==> config.mk <==
export PLATFORM = sky130hd
export DESIGN_NAME = serial_frame_rx
export DESIGN_NICKNAME = d
export VERILOG_FILES = /design/src/rtl/sfr_pkg.sv /design/src/rtl/sfr_sync.sv /design/src/rtl/sfr_prescale.sv /design/src/rtl/sfr_baud.sv /design/src/rtl/sfr_rx_fsm.sv /design/src/rtl/serial_frame_rx.sv
export SDC_FILE = /design/constraint.sdc
export NUM_CORES = 1
export LEC_CHECK = 0
export BUFFER_PORTS_ARGS = -buffer_cell sky130_fd_sc_hd__buf_2
export CAP_MARGIN = 25
export CELL_PAD_IN_SITES_DETAIL_PLACEMENT = 1
export CELL_PAD_IN_SITES_GLOBAL_PLACEMENT = 1
export CORE_AREA = 2 2 85 71
export CTS_CLUSTER_DIAMETER = 120
export DETAILED_ROUTE_END_ITERATION = 6
export DIE_AREA = 0 0 87 73
export HOLD_SLACK_MARGIN = 0.06
export PLACE_DENSITY = 0.87
export SLEW_MARGIN = 15
export SYNTH_ARGS = -nofsm -noshare
export SYNTH_HDL_FRONTEND = slang
export SYNTH_SLANG_ARGS = --single-unit
==> constraint.sdc <==
create_clock -name clk -period 7.03 [get_ports clk]
set_input_delay 2.109 -clock clk [delete_from_list [all_inputs] [get_ports clk]]
set_output_delay 2.109 -clock clk [all_outputs]
set_load 0.01 [all_outputs]
==> src/rtl/sfr_pkg.sv <==
package sfr_pkg;
    localparam int OVS       = 16;
    localparam int OVS_W     = $clog2(OVS);
    localparam int HALF_BIT  = OVS / 2;
    localparam int DATA_MAX  = 8;
    localparam int IDX_W     = $clog2(DATA_MAX);

    typedef enum logic [2:0] {
        ST_IDLE,
        ST_START,
        ST_DATA,
        ST_PAR,
        ST_MPB,
        ST_STOP,
        ST_STOP2
    } rx_state_t;
endpackage

==> src/rtl/sfr_sync.sv <==
module sfr_sync #(
    parameter int STAGES = 2
) (
    input  logic clk,
    input  logic rst_n,
    input  logic din,
    output logic dout
);
    logic [STAGES-1:0] pipe;

    always_ff @(posedge clk or negedge rst_n) begin
        if (!rst_n) pipe <= '1;
        else        pipe <= {pipe[STAGES-2:0], din};
    end

    assign dout = pipe[STAGES-1];
endmodule

==> src/rtl/sfr_prescale.sv <==
module sfr_prescale #(
    parameter int SEL_W = 2,
    parameter int STEP  = 2
) (
    input  logic             clk,
    input  logic             rst_n,
    input  logic [SEL_W-1:0] sel,
    output logic             en
);
    localparam int CNT_W = STEP * ((1 << SEL_W) - 1);

    logic [CNT_W-1:0] cnt;
    logic [CNT_W-1:0] mask;

    always_comb begin
        mask = '0;
        for (int i = 0; i < CNT_W; i++)
            if (i < STEP * int'(sel)) mask[i] = 1'b1;
    end

    always_ff @(posedge clk or negedge rst_n) begin
        if (!rst_n) cnt <= '0;
        else        cnt <= cnt + 1'b1;
    end

    assign en = ((cnt & mask) == mask);
endmodule

==> src/rtl/sfr_baud.sv <==
module sfr_baud #(
    parameter int RATE_W = 8
) (
    input  logic              clk,
    input  logic              rst_n,
    input  logic              pre_en,
    input  logic [RATE_W-1:0] rate,
    output logic              tick
);
    logic [RATE_W-1:0] cnt;

    always_ff @(posedge clk or negedge rst_n) begin
        if (!rst_n) begin
            cnt <= '0;
        end else if (pre_en) begin
            if (cnt == '0) cnt <= rate;
            else           cnt <= cnt - 1'b1;
        end
    end

    assign tick = pre_en && (cnt == '0);
endmodule

==> src/rtl/sfr_rx_fsm.sv <==
module sfr_rx_fsm
    import sfr_pkg::*;
(
    input  logic                clk,
    input  logic                rst_n,
    input  logic                tick,
    input  logic                line,
    input  logic                char7,
    input  logic                par_en,
    input  logic                par_odd,
    input  logic                two_stop,
    input  logic                mp_mode,
    output logic [DATA_MAX-1:0] rx_data,
    output logic                rx_valid,
    output logic                frame_err,
    output logic                par_err,
    output logic                mp_bit
);
    localparam logic [OVS_W-1:0] MID_START = OVS_W'(HALF_BIT - 1);
    localparam logic [OVS_W-1:0] FULL_BIT  = OVS_W'(OVS - 1);

    rx_state_t           state, nxt;
    logic [OVS_W-1:0]    os_cnt;
    logic [IDX_W-1:0]    bit_idx;
    logic [IDX_W-1:0]    last_idx;
    logic [DATA_MAX-1:0] shreg;
    logic                par_bit;
    logic                mpb;
    logic                seen_high;
    logic                bit_due;

    assign last_idx = char7 ? IDX_W'(DATA_MAX - 2) : IDX_W'(DATA_MAX - 1);
    assign bit_due  = tick && (os_cnt == FULL_BIT);

    always_ff @(posedge clk or negedge rst_n) begin
        if (!rst_n) state <= ST_IDLE;
        else        state <= nxt;
    end

    always_comb begin
        nxt = state;
        unique case (state)
            ST_IDLE:  if (tick && seen_high && !line) nxt = ST_START;
            ST_START: if (tick && os_cnt == MID_START) nxt = line ? ST_IDLE : ST_DATA;
            ST_DATA:  if (bit_due && bit_idx == last_idx)
                          nxt = mp_mode ? ST_MPB : (par_en ? ST_PAR : ST_STOP);
            ST_PAR:   if (bit_due) nxt = ST_STOP;
            ST_MPB:   if (bit_due) nxt = ST_STOP;
            ST_STOP:  if (bit_due) nxt = two_stop ? ST_STOP2 : ST_IDLE;
            ST_STOP2: if (bit_due) nxt = line ? ST_IDLE : ST_DATA;
            default:  nxt = ST_IDLE;
        endcase
    end

    always_ff @(posedge clk or negedge rst_n) begin
        if (!rst_n) begin
            os_cnt    <= '0;
            bit_idx   <= '0;
            shreg     <= '0;
            par_bit   <= 1'b0;
            mpb       <= 1'b0;
            seen_high <= 1'b0;
            rx_data   <= '0;
            rx_valid  <= 1'b0;
            frame_err <= 1'b0;
            par_err   <= 1'b0;
            mp_bit    <= 1'b0;
        end else begin
            rx_valid <= 1'b0;
            if (tick) begin
                if (nxt != state || state == ST_IDLE) os_cnt <= '0;
                else                                  os_cnt <= os_cnt + 1'b1;
                if (nxt == ST_IDLE) seen_high <= line;
                if (nxt == ST_DATA && state != ST_DATA) begin
                    bit_idx <= '0;
                    shreg   <= '0;
                end
            end
            if (bit_due) begin
                unique case (state)
                    ST_DATA: begin
                        shreg[bit_idx] <= line;
                        bit_idx        <= bit_idx + 1'b1;
                    end
                    ST_PAR:  par_bit <= line;
                    ST_MPB:  mpb     <= line;
                    ST_STOP: begin
                        rx_valid  <= 1'b1;
                        rx_data   <= shreg;
                        frame_err <= !line;
                        par_err   <= par_en && !mp_mode && ((^shreg ^ par_bit) != par_odd);
                        mp_bit    <= mp_mode && mpb;
                    end
                    default: ;
                endcase
            end
        end
    end
endmodule

==> src/rtl/serial_frame_rx.sv <==
module serial_frame_rx #(
    parameter int RATE_W = 8,
    parameter int SEL_W  = 2
) (
    input  logic              clk,
    input  logic              rst_n,
    input  logic              rxd,
    input  logic [SEL_W-1:0]  clk_sel,
    input  logic [RATE_W-1:0] rate,
    input  logic              char7,
    input  logic              par_en,
    input  logic              par_odd,
    input  logic              two_stop,
    input  logic              mp_mode,
    output logic [7:0]        rx_data,
    output logic              rx_valid,
    output logic              frame_err,
    output logic              par_err,
    output logic              mp_bit
);
    logic line_s;
    logic pre_en;
    logic tick;

    sfr_sync #(.STAGES(2)) u_sync (
        .clk(clk), .rst_n(rst_n), .din(rxd), .dout(line_s)
    );

    sfr_prescale #(.SEL_W(SEL_W), .STEP(2)) u_pre (
        .clk(clk), .rst_n(rst_n), .sel(clk_sel), .en(pre_en)
    );

    sfr_baud #(.RATE_W(RATE_W)) u_baud (
        .clk(clk), .rst_n(rst_n), .pre_en(pre_en), .rate(rate), .tick(tick)
    );

    sfr_rx_fsm u_fsm (
        .clk(clk), .rst_n(rst_n), .tick(tick), .line(line_s),
        .char7(char7), .par_en(par_en), .par_odd(par_odd),
        .two_stop(two_stop), .mp_mode(mp_mode),
        .rx_data(rx_data), .rx_valid(rx_valid), .frame_err(frame_err),
        .par_err(par_err), .mp_bit(mp_bit)
    );
endmodule

After elaboration in Yosys (flattened, before gate mapping)
Cells that the tools add are included.
{"block": "totals", "reg_bits": 49, "inputBits": 18, "out_inout_bits": 12, "elab_cells": 99}
{"block": "op_classes", "add_sub_neg": 4, "order_cmp": 8, "eq_ne": 14, "muxes": 33, "n_bitwise": 2, "reduce_logical": 23}
{"operator": "8-bit two-way mux", "n": 5}
{"operator": "3-bit two-way mux", "n": 13}
{"operator": "3-bit one-hot mux with 6 select lines", "n": 1}
{"operator": "1-bit logical AND", "n": 11}
{"operator": "1-bit two-way mux", "n": 10}
{"operator": "3-bit by 2-bit == test with 1-bit output (second input constant)", "n": 3}
{"operator": "3-bit == test (second input constant)", "n": 3}
{"operator": "8-bit bitwise mux", "n": 1}
{"operator": "8-bit zero test", "n": 1}
{"operator": "2-bit AND reduction", "n": 4}
{"operator": "8-bit parity", "n": 1}
{"operator": "8-bit by 1-bit subtractor with 8-bit output (second input constant)", "n": 1}
{"operator": "6-bit by 1-bit adder with 6-bit output (second input constant)", "n": 1}
{"operator": "6-bit bitwise AND", "n": 1}
{"operator": "6-bit == test", "n": 1}
{"operator": "3-bit zero test", "n": 2}
{"operator": "1-bit by 3-bit less-than comparator with 1-bit output (first input constant)", "n": 2}
{"operator": "2-bit by 3-bit less-than comparator with 1-bit output (first input constant)", "n": 2}
{"operator": "3-bit less-than comparator (first input constant)", "n": 2}
{"operator": "4-bit by 1-bit adder with 4-bit output (second input constant)", "n": 1}
{"operator": "4-bit by 3-bit == test with 1-bit output (second input constant)", "n": 1}
{"operator": "4-bit == test (second input constant)", "n": 1}
{"operator": "3-bit by 4-bit less-than comparator with 1-bit output (second input constant)", "n": 1}
{"operator": "4-bit two-way mux", "n": 1}
{"operator": "other kinds (13)", "n": 14}

Logic depth before layout (Yosys ltp)
{"block": "depth", "word_depth": 16, "mapped_depth": 10, "mapped_depth_nobuf": 8}

Hierarchy
A second synthesis with hierarchy kept.
{"block": "unflattened", "hier_cells": 259, "area_unflattened_um2": 2640.0}
{"module": "sfr_rx_fsm", "n_inst": 1, "cells_each": 180, "area_each_um2": 1791.7, "seq_area_each_um2": 825.8}
{"module": "sfr_baud", "n_inst": 1, "cells_each": 56, "area_each_um2": 549.3, "seq_area_each_um2": 200.2}
{"module": "sfr_prescale", "n_inst": 1, "cells_each": 21, "area_each_um2": 246.5, "seq_area_each_um2": 150.1}
{"module": "sfr_sync", "n_inst": 1, "cells_each": 2, "area_each_um2": 52.6, "seq_area_each_um2": 52.6}

Least setup slack after synthesis
No wires, ideal clock.
{"block": "synth_timing", "path_kind": "input port to flip-flop", "startpoint": "input port clk_sel[0]", "endpoint": "register u_fsm.seen_high", "setup_time_ns": 0.125, "arrival_time_ns": 3.672, "required_ns": 6.905, "path_slack_ns": 3.233, "stages": 6, "path_buffers": 0, "path_cell_list": "a21boi_0 o22ai_1 a32oi_1 a22o_1 nor4_2 mux2_2"}
{"block": "synth_between", "elab_chain_len": 11, "elab_cells_between_ends": 29, "cone_classes": "6 x order compare; 1 x eq/ne; 13 x mux; 1 x bitwise; 8 x reduce/logical"}
{"element": "from (decl)", "line_no": "serial_frame_rx.sv:8", "text": "input logic [SEL_W-1:0] clk_sel,"}
{"element": "1-bit by 3-bit less-than comparator with 1-bit output, or another cell as far along", "line_no": "sfr_prescale.sv:18", "text": "if (i < STEP * int'(sel)) mask[i] = 1'b1;"}
{"element": "1-bit two-way mux", "line_no": "sfr_prescale.sv:18"}
{"element": "6-bit bitwise AND", "line_no": "sfr_prescale.sv:26", "text": "assign en = ((cnt & mask) == mask);"}
{"element": "6-bit == test *", "line_no": "sfr_prescale.sv:26"}
{"element": "1-bit logical AND *", "line_no": "sfr_baud.sv:21", "text": "assign tick = pre_en && (cnt == '0);"}
{"element": "1-bit logical AND, on equally long branches", "line_no": "sfr_rx_fsm.sv:33, sfr_rx_fsm.sv:43"}
{"element": "1-bit logical AND, on equally long branches", "line_no": "sfr_rx_fsm.sv:45, sfr_rx_fsm.sv:43"}
{"element": "3-bit two-way mux, on equally long branches", "line_no": "sfr_rx_fsm.sv:45, sfr_rx_fsm.sv:43"}
{"element": "3-bit one-hot mux with 6 select lines *", "line_no": "sfr_rx_fsm.sv:42", "text": "unique case (state)"}
{"element": "via u_fsm.nxt[0]", "line_no": "sfr_rx_fsm.sv:22", "text": "rx_state_t state, nxt;"}
{"element": "3-bit zero test *", "line_no": "sfr_rx_fsm.sv:73", "text": "if (nxt == ST_IDLE) seen_high <= line;"}
{"element": "2-bit AND reduction (no line) *"}
{"element": "to (signal assigned)", "line_no": "sfr_rx_fsm.sv:73"}
{"element": "to (decl)", "line_no": "sfr_rx_fsm.sv:29", "text": "logic seen_high;"}
Mark *: on every way through the listed nets, which the timed path passes. The rest lies on a longest branch.
A chain may end at the register's enable or synchronous reset.

Worst setup path in the final report
{"block": "layout_timing", "startpoint": "input port clk_sel[0]", "endpoint": "register u_fsm.seen_high"}
{"block": "layout_between", "elab_chain_len": 11, "elab_cells_between_ends": 29, "cone_classes": "6 x order compare; 1 x eq/ne; 13 x mux; 1 x bitwise; 8 x reduce/logical"}
{"element": "1-bit by 3-bit less-than comparator with 1-bit output, or another cell as far along", "line_no": "sfr_prescale.sv:18"}
{"element": "1-bit two-way mux", "line_no": "sfr_prescale.sv:18"}
{"element": "6-bit bitwise AND", "line_no": "sfr_prescale.sv:26"}
{"element": "6-bit == test *", "line_no": "sfr_prescale.sv:26"}
{"element": "1-bit logical AND *", "line_no": "sfr_baud.sv:21"}
{"element": "1-bit logical AND, on equally long branches", "line_no": "sfr_rx_fsm.sv:33, sfr_rx_fsm.sv:43"}
{"element": "1-bit logical AND, on equally long branches", "line_no": "sfr_rx_fsm.sv:45, sfr_rx_fsm.sv:43"}
{"element": "3-bit two-way mux, on equally long branches", "line_no": "sfr_rx_fsm.sv:45, sfr_rx_fsm.sv:43"}
{"element": "3-bit one-hot mux with 6 select lines", "line_no": "sfr_rx_fsm.sv:42"}
{"element": "3-bit zero test", "line_no": "sfr_rx_fsm.sv:73"}
{"element": "2-bit AND reduction (no line) *"}
Mark *: on every way between the ends. The rest lies on a longest branch, timed or not.

==> metrics.yaml <==
status:
  outcome: "complete, no violations"
cells_and_area:
  ff_latch_area_um2: 1230
  multi_input_area_um2: 1290
  final_common_cell: "dfrtp_1"
  syn2layout_area_growth_pct: 10.7
  postLayoutCoreUtil_pct: 51.5
  fin_nets: 307
  drive_above_1_share_pct: 21.3
  mostFrequentLayoutCells: "dfrtp_1 (47), buf_2 (29), nand2_1 (27)"
  n_fill_cell: 649
  n_antenna_cell: 0
sta:
  tightest_slew_ps: 734
  clock_skew_ps: 6.77
  fin_crit_sh_pct: 61.7
  finalSetupViolCount: 0
  final.setup.worst_slack_ps: 2690
  max_freq_ghz: 0.231
  slew_violations: 0
  rsz0062_at_grt: "no"
  max-slew-margin-rel_pct: 50.9
  hold_viol: 0
  fin_crit_ps: 4340
  tns_ps: 0
clocking:
  cts_max_level: 2
  cts.sinks: 49
  cts_buffers: 5
  clkSlewWorstSetupHoldPaths_ps: 90
  post_cts.repair.setup_buffers: 0
  post_cts_resized: 0
  cts.hold.buffers_added: 0
  cts_root_buf: "clkbuf_8"
  clk_path_buf_depth: 2
  cts_tree: "done"
  clock_latency_ps: 310
synthesis:
  synth_top_area_share_pct: 45.2
  synth_edf_count: 0
  syn_inst: 258
  synth_seq_area_share_pct: 47.2
  syn_area_um2: 2600
  async_reset_ff_share_pct: 100
  ys_ff_latch: 49
  yosys_warnings: 0
  synthDominantAreaCellType: "dfrtp_1"
  syn-num-nets: 280
  synth_cell_type_count: 56
  syn_area_per_cell_um2: 10.1
  synth.top_cells.by_area: "dfrtp_1 (45%), mux2_2 (5.2%), nand2_1 (3.9%), xnor2_1 (3.7%), o21ai_0 (3.5%)"
  synth_ff_type: "dfrtp_1"
grt:
  grt_max_degree: 50
  grt_pass1_vias: 2232
  grt-busiest-layer: "met2"
  grt_use_met2_pct: 38.4
  grt_use_met1_pct: 29.2
  met3_usage_pct: 3.62
  grt_usage_pct: 22.4
  antenna_found_initial: 0
  grt_pass1_wl_mm: 11.0
  overflow: 0
power:
  vdd_ir_drop_max_v: 0.0000705
  power_leakage_nw: 1.28
  powerDensity_nw_per_um2: 220
placement:
  dp_hpwl_mm: 4.80
  io_buffers: 29
  dpl_worst_slack_ps: 2360
  gp_congestion: 0.848
critical_path:
  critPathRequiredTime_ps: 7230
  critPathCaptureType: "flop"
  crit_cells: 7
  reg2reg_depth: 8
  crit_type: "in2reg"
  cp_max_fo: 18
  critical-path-slowest-cell: "or3_1"
  cp-start-kind: "input port"
  max_stage_delay_ps: 630
  path_delay_family: "compound AO/OA/AOI/OAI gates"
  cp.arrival_ps: 4530
  cp_num_buf_inv: 1
  path_cells: "buf_2 > a21boi_0 > o22a_1 > or3_1 > o32ai_4 > nor4_2 > mux2_2"
hold_path:
  hold_class: "reg2reg"
  hold_depth: 0
die:
  start_util_pct: 46.5
  num_rows: 25
  die_x_um: 87
  core_um2: 5600
  io_pins: 30
  die_y_um: 73
  die-area_um2: 6350
detailed_routing:
  via_per_inst: 6.03
  vias: 2129
  drcViolationCount: 0
  totalWireLength_mm: 6.58
  drt_pass1_iterations: 4
  antenna_left: 0
  avgRoutedWirePerCell_um: 18.6
  drt-initial-drc-count: 162
job:
  cap_viol_max_count: 0
cells by family (layout without fill, tap and decap cells):
group,Yosys count,count (layout),synth area share [%]
adders and majority gates,4,4,1.92
muxes,14,14,5.96
and+or+nand+nor,89,89,18.3
AOI/OAI and AO/OA,66,66,18.0
xor gates and xnor gates,16,16,5.38
DFF,49,49,47.2
buffers and inverters,20,48,3.32
layer usage:
layer,up-vias,wire length [um],share of wire (%)
li1,996,-,-
met1,1089,3070,47
met2,39,3250,49
met3,5,205,3.1
met4,0,57,0.87
met5,-,0,0
through the flow:
step | hold WS [ps] | power (W) | cells | area (um^2)
floorplan | 345 | 0.000426 | 258 | 2600
global placement | 347 | 0.000456 | 345 | 2790
detailed placement | 353 | 0.000467 | 345 | 2790
CTS | 367 | 0.000639 | 353 | 2880
global route | 369 | 0.000666 | 353 | 2880
finish | 363 | 0.000635 | 353 | 2880
sequential cells by signal (all words and copies together) (netlist names):
register,count
u_baud.cnt,8
u_fsm.bit_idx,3
u_fsm.frame_err,1
u_fsm.mp_bit,1
u_fsm.mpb,1
u_fsm.os_cnt,4
u_fsm.par_bit,1
u_fsm.par_err,1
u_fsm.rx_data,8
u_fsm.rx_valid,1
u_fsm.seen_high,1
u_fsm.shreg,8
u_fsm.state,3
u_pre.cnt,6
u_sync.pipe,2
cell usage after synthesis, types with 2 or more instances:
master / instances
a21boi_0: 3
a21oi_1: 6
a221o_1: 3
a22o_1: 3
and3_1: 2
buf_2: 3
buf_4: 2
clkbuf_1: 5
dfrtp_1: 47
dfstp_2: 2
ha_1: 4
inv_1: 10
mux2_2: 12
mux2i_1: 2
nand2_1: 27
nand2b_1: 3
nand3_1: 5
nand4_1: 4
nor2_1: 17
nor2b_1: 5
nor3_1: 7
nor3b_1: 2
nor4_1: 2
o211ai_1: 2
o21ai_0: 18
o22ai_1: 11
o41ai_1: 4
or2_2: 2
or3_1: 4
xnor2_1: 11
xor2_1: 5
power by group:
part | internal [W] | switching [W]
logic | 0.0000484 | 0.0000599
registers | 0.000312 | 0.0000428
clock network | 0.0000708 | 0.000101
final timing paths:
path	startpoint	end	slack, ps
worst max register to register	u_baud.cnt[0]$_DFFE_PN0N_	u_fsm.shreg[7]$_DFF_PN0_	4100
worst max-delay path	clk_sel[0]	u_fsm.seen_high$_DFFE_PN0P_	2690
worst min register to register	u_sync.pipe[0]$_DFF_PN1_	u_sync.pipe[1]$_DFF_PN1_	360
min in group asynchronous	rst_n	u_baud.cnt[4]$_DFFE_PN0N_	1890
max in group asynchronous	rst_n	u_fsm.mp_bit$_DFFE_PN0P_	4700
worst min-delay path	u_sync.pipe[0]$_DFF_PN1_	u_sync.pipe[1]$_DFF_PN1_	360
worst register-to-register path, delay by kind of cell, from the launching register on:
family / cells / cell delay [ps]
DFF: 1 / 400
AOI/OAI and AO/OA: 3 / 840
and+or+nand+nor: 3 / 1250
adders and majority gates: 1 / 210
buffers and inverters: 1 / 100
final cells by class:
cell class / count / area share [%]
Timing Repair Buffer: 30 / 5.30
Clock inverter: 3 / 0.738
Sequential cell: 49 / 42.6
Clock buffer: 5 / 2.39
Multi-Input combinational cell: 189 / 44.7
Tap cell: 67 / 2.91
Inverter: 10 / 1.30
No activity file was read; power rests on OpenSTA's default activity.
